<file path="src/rtl/pit_pkg.sv">
// Package: shared encodings of the interval timer.
// Assumes an 8-bit command byte whose field positions are fixed by the host.
package pit_pkg;
    localparam int SEL_W = 2;
    localparam logic [1:0] SEL_READBACK = 2'd3;
    localparam logic [1:0] ACC_SNAPSHOT = 2'd0;
    localparam logic [1:0] ACC_LOHI     = 2'd3;

    typedef enum logic [2:0] {
        PIT_M_TERMINAL = 3'd0,
        PIT_M_RATE     = 3'd2,
        PIT_M_SQUARE   = 3'd3
    } pit_mode_e;
endpackage

</file>
<file path="src/rtl/pit_cmd_decode.sv">
// Module: splits a command byte into per-channel snapshot and configure
// strobes and flags bytes that request unsupported features.
// Assumes ctl_wr is high for one cycle per host write to the command address.
module pit_cmd_decode
    import pit_pkg::*;
#(
    parameter int NUM_CH = 3
) (
    input  logic              ctl_wr,
    input  logic [7:0]        ctl_word,
    output logic [NUM_CH-1:0] snap_stb,
    output logic [NUM_CH-1:0] cfg_stb,
    output pit_mode_e         cfg_mode,
    output logic              bad_cmd
);
    logic [SEL_W-1:0] sel;
    logic [1:0]       acc;
    logic [2:0]       mode_raw;
    logic             bcd;
    logic             mode_ok;

    // Purpose: field extraction and legality check.
    always_comb begin
        sel      = ctl_word[7:6];
        acc      = ctl_word[5:4];
        mode_raw = ctl_word[3:1];
        bcd      = ctl_word[0];
        mode_ok  = (mode_raw == 3'd0) || (mode_raw == 3'd2) || (mode_raw == 3'd3);
        cfg_mode = pit_mode_e'(mode_raw);
        bad_cmd  = ctl_wr && ((sel == SEL_READBACK) || (int'(sel) >= NUM_CH) ||
                   ((acc != ACC_SNAPSHOT) && ((acc != ACC_LOHI) || bcd || !mode_ok)));
    end

    // Purpose: one strobe per channel for accepted commands.
    always_comb begin
        for (int i = 0; i < NUM_CH; i++) begin
            snap_stb[i] = ctl_wr && !bad_cmd && (int'(sel) == i) && (acc == ACC_SNAPSHOT);
            cfg_stb[i]  = ctl_wr && !bad_cmd && (int'(sel) == i) && (acc == ACC_LOHI);
        end
    end
endmodule

</file>
<file path="src/rtl/pit_channel.sv">
// Module: one down-counter channel with two-byte load, shared read pointer,
// count snapshot and three output waveforms.
// Assumes strobes are single-cycle and mutually exclusive per channel.
module pit_channel
    import pit_pkg::*;
#(
    parameter int DATA_W = 8
) (
    input  logic              clk,
    input  logic              rst_n,
    input  logic              tick,
    input  logic              wr_stb,
    input  logic              rd_stb,
    input  logic              snap_stb,
    input  logic              cfg_stb,
    input  pit_mode_e         cfg_mode,
    input  logic [DATA_W-1:0] wdata,
    output logic [DATA_W-1:0] rd_byte,
    output logic              out_o
);
    localparam int CNT_W = 2 * DATA_W;

    pit_mode_e         mode_q;
    logic [CNT_W-1:0]  cnt_q;
    logic [CNT_W-1:0]  period_q;
    logic [CNT_W-1:0]  snap_q;
    logic              snap_on_q;
    logic              rd_hi_q;
    logic              wr_hi_q;
    logic              run_q;
    logic              out_q;
    logic [CNT_W-1:0]  rd_src;
    logic [CNT_W-1:0]  new_val;

    assign new_val = {wdata, cnt_q[DATA_W-1:0]};

    // Purpose: mode register and write-byte pointer.
    always_ff @(posedge clk) begin
        if (!rst_n) begin
            mode_q  <= PIT_M_TERMINAL;
            wr_hi_q <= 1'b0;
        end else if (cfg_stb) begin
            mode_q  <= cfg_mode;
            wr_hi_q <= 1'b0;
        end else if (wr_stb) begin
            wr_hi_q <= ~wr_hi_q;
        end
    end

    // Purpose: snapshot holding register and read-byte pointer.
    always_ff @(posedge clk) begin
        if (!rst_n) begin
            snap_q    <= '0;
            snap_on_q <= 1'b0;
            rd_hi_q   <= 1'b0;
        end else if (cfg_stb) begin
            rd_hi_q <= 1'b0;
        end else if (snap_stb) begin
            if (!snap_on_q) begin
                snap_q    <= cnt_q;
                snap_on_q <= 1'b1;
                rd_hi_q   <= 1'b0;
            end
        end else if (rd_stb) begin
            rd_hi_q <= ~rd_hi_q;
            if (rd_hi_q) begin
                snap_on_q <= 1'b0;
            end
        end
    end

    // Purpose: count, period, run flag and output waveform.
    always_ff @(posedge clk) begin
        if (!rst_n) begin
            cnt_q    <= '0;
            period_q <= '0;
            run_q    <= 1'b0;
            out_q    <= 1'b0;
        end else if (wr_stb && !wr_hi_q) begin
            cnt_q[DATA_W-1:0] <= wdata;
            run_q <= 1'b0;
            out_q <= 1'b0;
        end else if (wr_stb) begin
            cnt_q    <= new_val;
            period_q <= new_val;
            run_q    <= (new_val != '0);
            out_q    <= (new_val != '0) && (mode_q != PIT_M_TERMINAL);
        end else if (tick && run_q) begin
            unique case (mode_q)
                PIT_M_RATE: begin
                    if (cnt_q == CNT_W'(1)) begin
                        cnt_q <= period_q;
                        out_q <= 1'b1;
                    end else begin
                        cnt_q <= cnt_q - CNT_W'(1);
                        if (cnt_q == CNT_W'(2)) begin
                            out_q <= 1'b0;
                        end
                    end
                end
                PIT_M_SQUARE: begin
                    if (cnt_q <= CNT_W'(2)) begin
                        out_q <= ~out_q;
                        cnt_q <= out_q ? {period_q[CNT_W-1:1], 1'b0} : period_q;
                    end else begin
                        cnt_q <= cnt_q - CNT_W'(2);
                    end
                end
                default: begin
                    if (cnt_q == CNT_W'(1)) begin
                        cnt_q <= '0;
                        out_q <= 1'b1;
                        run_q <= 1'b0;
                    end else begin
                        cnt_q <= cnt_q - CNT_W'(1);
                    end
                end
            endcase
        end
    end

    // Purpose: select snapshot or live count and the current byte.
    always_comb begin
        rd_src  = snap_on_q ? snap_q : cnt_q;
        rd_byte = rd_hi_q ? rd_src[CNT_W-1:DATA_W] : rd_src[DATA_W-1:0];
    end

    assign out_o = out_q;
endmodule

</file>
<file path="src/rtl/pit_timer3.sv">
// Module: top of the three-channel interval timer; decodes host accesses,
// instantiates the channels and muxes read data.
// Assumes addr, wr_en and rd_en are synchronous to clk.
module pit_timer3
    import pit_pkg::*;
#(
    parameter int NUM_CH = 3,
    parameter int DATA_W = 8
) (
    input  logic              clk,
    input  logic              rst_n,
    input  logic              cnt_en,
    input  logic [1:0]        addr,
    input  logic              wr_en,
    input  logic              rd_en,
    input  logic [DATA_W-1:0] wdata,
    output logic [DATA_W-1:0] rdata,
    output logic [NUM_CH-1:0] timer_out,
    output logic              cmd_err
);
    localparam logic [1:0] CMD_ADDR = 2'd3;

    logic [NUM_CH-1:0] snap_stb;
    logic [NUM_CH-1:0] cfg_stb;
    pit_mode_e         cfg_mode;
    logic              bad_cmd;
    logic              err_q;
    logic [DATA_W-1:0] ch_rd [NUM_CH];

    pit_cmd_decode #(.NUM_CH(NUM_CH)) u_dec (
        .ctl_wr   (wr_en && (addr == CMD_ADDR)),
        .ctl_word (wdata[7:0]),
        .snap_stb (snap_stb),
        .cfg_stb  (cfg_stb),
        .cfg_mode (cfg_mode),
        .bad_cmd  (bad_cmd)
    );

    for (genvar g = 0; g < NUM_CH; g++) begin : g_ch
        pit_channel #(.DATA_W(DATA_W)) u_ch (
            .clk      (clk),
            .rst_n    (rst_n),
            .tick     (cnt_en),
            .wr_stb   (wr_en && (int'(addr) == g)),
            .rd_stb   (rd_en && (int'(addr) == g)),
            .snap_stb (snap_stb[g]),
            .cfg_stb  (cfg_stb[g]),
            .cfg_mode (cfg_mode),
            .wdata    (wdata),
            .rd_byte  (ch_rd[g]),
            .out_o    (timer_out[g])
        );
    end

    // Purpose: one-cycle error pulse after a refused command byte.
    always_ff @(posedge clk) begin
        if (!rst_n) begin
            err_q <= 1'b0;
        end else begin
            err_q <= bad_cmd;
        end
    end

    // Purpose: read data mux, zero for the command address.
    always_comb begin
        rdata = '0;
        for (int i = 0; i < NUM_CH; i++) begin
            if (int'(addr) == i) begin
                rdata = ch_rd[i];
            end
        end
    end

    assign cmd_err = err_q;
endmodule

</file>
<file path="config.mk">
export PLATFORM = sky130hd
export DESIGN_NAME = pit_timer3
export DESIGN_NICKNAME = d
export VERILOG_FILES = /design/src/rtl/pit_pkg.sv /design/src/rtl/pit_cmd_decode.sv /design/src/rtl/pit_channel.sv /design/src/rtl/pit_timer3.sv
export SDC_FILE = /design/constraint.sdc
export NUM_CORES = 1
export LEC_CHECK = 0
export BUFFER_PORTS_ARGS = -buffer_cell sky130_fd_sc_hd__buf_2
export CORE_ASPECT_RATIO = 1.2
export CORE_MARGIN = 1
export CORE_UTILIZATION = 30
export CTS_CLUSTER_SIZE = 10
export DETAILED_ROUTE_END_ITERATION = 10
export HOLD_SLACK_MARGIN = 0.1
export PLACE_DENSITY = 0.52
export SLEW_MARGIN = 40
export SYNTH_ARGS = -nofsm -noshare
export SYNTH_HDL_FRONTEND = slang
export SYNTH_SLANG_ARGS = --single-unit
</file>
<file path="constraint.sdc">
create_clock -name clk -period 2.6 [get_ports clk]
set_input_delay 0.52 -clock clk [delete_from_list [all_inputs] [get_ports clk]]
set_output_delay 0.52 -clock clk [all_outputs]
set_load 0.05 [all_outputs]
</file>
# == After elaboration in Yosys (flattened, before gate mapping) ==
# Index checks and enable logic that the tools add are counted.
# classes
reduce_logical,101
n_bitwise,16
mux,84
n_eq_ne,37
order_cmp,4
n_addsub,6
# ops
operator,n
two-way mux 16 bit,18
case mux 16 bit (2 select lines),3
two-way mux 8 bit,9
two-way mux 1 bit,51
"== test 16 x 1 -> 1 bit, second input constant",3
"== test 16 x 2 -> 1 bit, second input constant",3
"<= comparator 16 x 2 -> 1 bit, second input constant",3
nonzero test 16 bit,3
"subtractor 16 x 1 -> 16 bit, second input constant",3
"subtractor 16 x 2 -> 16 bit, second input constant",3
nonzero test 2 bit,16
AND reduction 2 bit,15
logical AND 1 bit,28
"== test 3 x 2 -> 1 bit, second input constant",8
AND reduction 3 bit,6
OR reduction 2 bit,9
inverter 1 bit,16
"== test 2 bit, second input constant",7
"inequality test 2 bit, second input constant",7
"inequality test 4 x 1 -> 1 bit, second input constant",3
AND reduction 4 bit,3
nonzero test 4 bit,3
"inequality test 3 x 1 -> 1 bit, second input constant",3
nonzero test 3 bit,3
other kinds (7),22
# word_totals
output_inout_bits,12
input_bits,15
regBits,169
word_cells,279

# == Longest topological paths before layout ==
# depth
ltp_word,14
mapped_depth,10
mapped_depth_nobuf,8

# == Cells and area by module ==
# Synthesis repeated with hierarchy kept, for this count alone.
# unflattened
hier_cells,1311
area_unflattened_um2,10615.2
# modules_own_cells
mod,seq_area_each_um2,cells_per_inst,instances,area_each_um2
pit_channel (g_ch[0].u_ch ...),1121.1,420,2,3400.8
pit_channel (g_ch[2].u_ch),1121.1,421,1,3399.5
pit_timer3,20.0,31,1,279.0
pit_cmd_decode,0.0,19,1,135.1

# == Least setup slack after synthesis ==
# No wires, ideal clock.
# synth_timing
kind,input -> output
start,in addr[1]
end,out rdata[0]
required_time_ns,2.080
t_arrival_ns,2.392
path_buffers,2
path_stages,4
setup_slack_ns,-0.312
path_cell_list,clkbuf_1 > buf_1 > mux2i_1 > o21ai_0
# synth_via
elab_chain_cells,4
elab_cells_between_ends,6
classes_between,2 x eq/ne; 3 x mux; 1 x reduce/logical
# synth_lines
element,line,rtl
from (decl),pit_timer3.sv:13,"input logic [1:0] addr,"
zero test 2 bit,pit_timer3.sv:68,if (int'(addr) == i) begin
two-way mux 8 bit (2 in series),pit_timer3.sv:68,
two-way mux 8 bit *,pit_timer3.sv:68,
to (decl),pit_timer3.sv:17,"output logic [DATA_W-1:0] rdata,"
# Mark *: on every way between the ends. The rest lies on a longest branch, timed or not.

# == Worst setup path in the final report ==
# layout_timing
start,reg g_ch[0].u_ch.snap_on_q
end,out rdata[1]
# layout_via
elab_chain_cells,5
# layout_lines
element,line,rtl
from (decl),pit_channel.sv:27,logic snap_on_q;
from (signal assigned),pit_channel.sv:54,snap_on_q <= 1'b0;
from (signal assigned),pit_channel.sv:61,snap_on_q <= 1'b1;
from (signal assigned),pit_channel.sv:67,snap_on_q <= 1'b0;
two-way mux 16 bit,pit_channel.sv:124,rd_src = snap_on_q ? snap_q : cnt_q;
two-way mux 8 bit,pit_channel.sv:125,rd_byte = rd_hi_q ? rd_src[CNT_W-1:DATA_W] : rd_src[DATA_W-1:0];
two-way mux 8 bit (3 in series),pit_timer3.sv:68,
# Every way passes these cells.

==> out/metrics.cfg <==
[drt]
wl_um = 37000
vias_per_cell = 5.505
drt_iter0_markers = 811
drc = 0
firstDrtPassIters = 5
drt-wirelength-per-cell_um = 20.50
drtAntennaViolNets = 0
vias = 9937

[layout]
final_area_um2 = 12220
layout-drive-gt1-share = 0.1951
area_growth_pct = 20.75
nFillCells = 3454
layout.nets = 1373
stdcell_count = 1805
utilization = 0.3685

[synthesis]
synth_nets = 1300
synth-edff-count = 0
synthTopCellsByArea = dfxtp_1 (33%), nand2_1 (7.3%), mux2i_1 (5.4%)
synth_warnings = 0
synth_area_um2 = 10120
postSynthAreaPerCell_um2 = 7.986
synth_flop_cell = dfxtp_1
synth-async-reset-ratio = 0
synth.ff_latch_count = 169
yosys.cell_types.count = 83
synthCells = 1267
synth_top_area_frac = 0.3344
synth_top_area_cell = dfxtp_1
ys_seq_area_frac = 0.3344

[die]
start_util = 0.3052
die_w_um = 169.7
boundaryPins = 27
row_count = 73
die_h_um = 203.2
die-area_um2 = 34470
core_area_um2 = 33160

[power]
switchingPower_mw = 2.040
p_total_mw = 6.823
vdd_drop_max_mv = 0.3668
swShare = 0.2989
p_int_mw = 4.784
p_clk_frac = 0.416
p_seq_frac = 0.392
p_leak_nw = 4.578
pwr-share-comb = 0.192
p_per_area_nw_per_um2 = 558.5

[sta]
layout_setup_ws_ps = 60.98
period_minus_slack_ps = 2539
maxSlewHeadroom = 0.5455
worstMarginPinSlew_ps = 679.3
maxClockFrequency_mhz = 393.9
drv_slew = 0
tns_ps = 0
rsz0062_at_grt = yes
fin_crit_sh = 0.9765
holdWs_ps = 458.6
skew_ps = 15.61
final_hold_viol_count = 0
setup_viol = 0

[grt]
grt_pass1_vias = 9744
grt-ovfl-total = 0
antenna_found_initial = 1
grt_pass1_wl_um = 57530
track_usage = 0.2183
grt_max_degree = 64

[worst_setup_path]
crit_buf_inv = 2
reg2reg_from = g_ch[2].u_ch.cnt_q[3]
worstSetupPathType = register to output port
worstPathMaxFanout = 5
critPathTopFamily = multiplexers
cp.arrival_ps = 2020
crit_start = g_ch[0].u_ch.snap_on_q
cp_cell_sequence = buf_8, mux4_2, mux2i_2, o21ai_2, buf_6
slowest_delay_ps = 550
worstPathRequired_ps = 2080
r2r_setup_slack_ps = 100
path_depth = 5
r2r.worst_path.cells = 6
crit_path_end = rdata[1]
cp-end-kind = output port
rr_endpoint = g_ch[2].u_ch.cnt_q[6]
start_kind = register
slowest_stage = mux4_2

[place]
dp_hpwl_um = 27080
port_buffers = 26
gp_congestion = 0.9073
dpl_worst_slack_ps = 118.2
place_inst = 1769
detailed_place.area_um2 = 11440

[clock_tree]
cts_hold_buf = 0
root_buffer = clkbuf_16
cts_made_buffers = 17
cts.sink_count = 169
clk_latency_ps = 440
clockBufferDepth = 2
h-tree-depth = 4
cts_tree = done
clk_pin_slew_worst_paths_ps = 70

[worst_hold_path]
hold_class = register to register

[outcome]
status = completed

[job]
drv_cap = 0

## cell usage after synthesis, types with 5 or more instances
master	instances
o211ai_1	15
o21ai_0	60
a22oi_1	6
buf_4	6
o31ai_1	10
ha_1	18
a211oi_1	6
clkbuf_1	87
a21oi_1	108
or3_1	6
a21boi_0	15
nor3b_1	5
nor4_1	16
dfxtp_1	169
o221ai_1	21
and2_1	8
nor2_1	124
nor3_1	30
o21a_1	8
nand2b_1	11
xor2_1	20
nor2b_1	7
nand3_1	41
buf_2	13
mux2i_1	55
nand3b_1	6
xnor2_1	17
a31oi_1	15
a22o_1	5
inv_1	20
mux4_2	24
o22ai_1	11
and3_1	6
nand2_1	197
a221oi_1	15
## power by group through the flow
stage | Combinational [mW] | Clock (mW) | Sequential (mW)
after global routing | 1.42 | 2.98 | 2.68
final | 1.31 | 2.84 | 2.67
after floorplan | 0.835 | 0 | 2.71
after global placement | 1.27 | 0 | 2.73
after detailed placement | 1.27 | 0 | 2.73
after CTS | 1.29 | 2.89 | 2.67
## cell families (layout without fill, tap and decap cells)
logic type	count (synthesis)	after routing	synth area share
and+or+nand+nor	490	490	0.2268
AOI/OAI and AO/OA	341	341	0.2221
DFF	169	169	0.3344
buffers and inverters	133	219	0.05465
muxes	79	79	0.1078
xor gates and xnor gates	37	37	0.03203
adders and majority gates	18	18	0.02226
other	0	2	0
## final cells by class
cell class / instances / area, um2 / area share
Antenna cell: 2 / 5.005 / 0.0004096
Clock buffer: 17 / 425.4 / 0.03482
Clock inverter: 15 / 215.2 / 0.01761
Inverter: 21 / 80.08 / 0.006554
Multi-Input combinational cell: 965 / 6231 / 0.5100
Sequential cell: 169 / 3388 / 0.2773
Tap cell: 450 / 563.0 / 0.04608
Timing Repair Buffer: 166 / 1310 / 0.1072
## worst min path at each step
stage          cells past startpoint  slack [ps]                  endpoint                 startpoint
3_5_place_dp                       2         450  g_ch[1].u_ch.period_q[9]   g_ch[1].u_ch.period_q[9]
5_1_grt                            3         470    g_ch[0].u_ch.mode_q[1]                   wdata[2]
6_report                           2         460  g_ch[1].u_ch.period_q[9]   g_ch[1].u_ch.period_q[9]
3_3_place_gp                       2         440  g_ch[1].u_ch.period_q[9]   g_ch[1].u_ch.period_q[9]
4_1_cts                            3         450    g_ch[0].u_ch.mode_q[1]                   wdata[2]
2_1_floorplan                      2         430    g_ch[2].u_ch.cnt_q[12]  g_ch[2].u_ch.period_q[12]
## routing by layer
| metal | GRT usage | routed length, um | part of all wire | up-vias |
|---|---|---|---|---|
| met4 | 0.1145 | 1781 | 0.048 | 0 |
| li1 | - | - | - | 4732 |
| met1 | 0.2758 | 15920 | 0.43 | 4815 |
| met5 | 0 | 0 | 0 | - |
| met3 | 0.02950 | 1669 | 0.045 | 83 |
| met2 | 0.3604 | 17630 | 0.48 | 307 |
## flip-flops by register name, indices dropped and copies added, names as in the netlist
name                 cells
g_ch.u_ch.out_o          3
g_ch.u_ch.snap_q        48
g_ch.u_ch.snap_on_q      3
g_ch.u_ch.rd_hi_q        3
g_ch.u_ch.mode_q         9
g_ch.u_ch.wr_hi_q        3
g_ch.u_ch.period_q      48
cmd_err                  1
g_ch.u_ch.cnt_q         48
g_ch.u_ch.run_q          3
## cells in the final DEF (no fill, tap or decap), types with 20 or more instances in the layout
cell / count
o21ai_0: 52
o221ai_1: 21
nor3_1: 30
buf_4: 132
a21oi_1: 108
nor2_1: 124
nand3_1: 41
nand2_1: 197
mux2i_1: 50
dfxtp_1: 167
xor2_1: 20
mux4_2: 24
buf_2: 20
## worst reg2reg max path: stages, from the launching register on
cell and delay [ps]:
dfxtp_1 390, or4_4 520, or4_4 470, a211o_2 400, nand2_4 190, a21oi_2 90, a2111oi_2 340
## what timing repair did
action / 4_1_cts / 5_1_grt
resized for setup: 18 / 11
endpoints found under the hold margin: 0 / 0
gates cloned: 0 / 1
setup buffers: 0 / 1
setup endpoints to repair: 6 / 6
(Power assumes the default switching activity.)
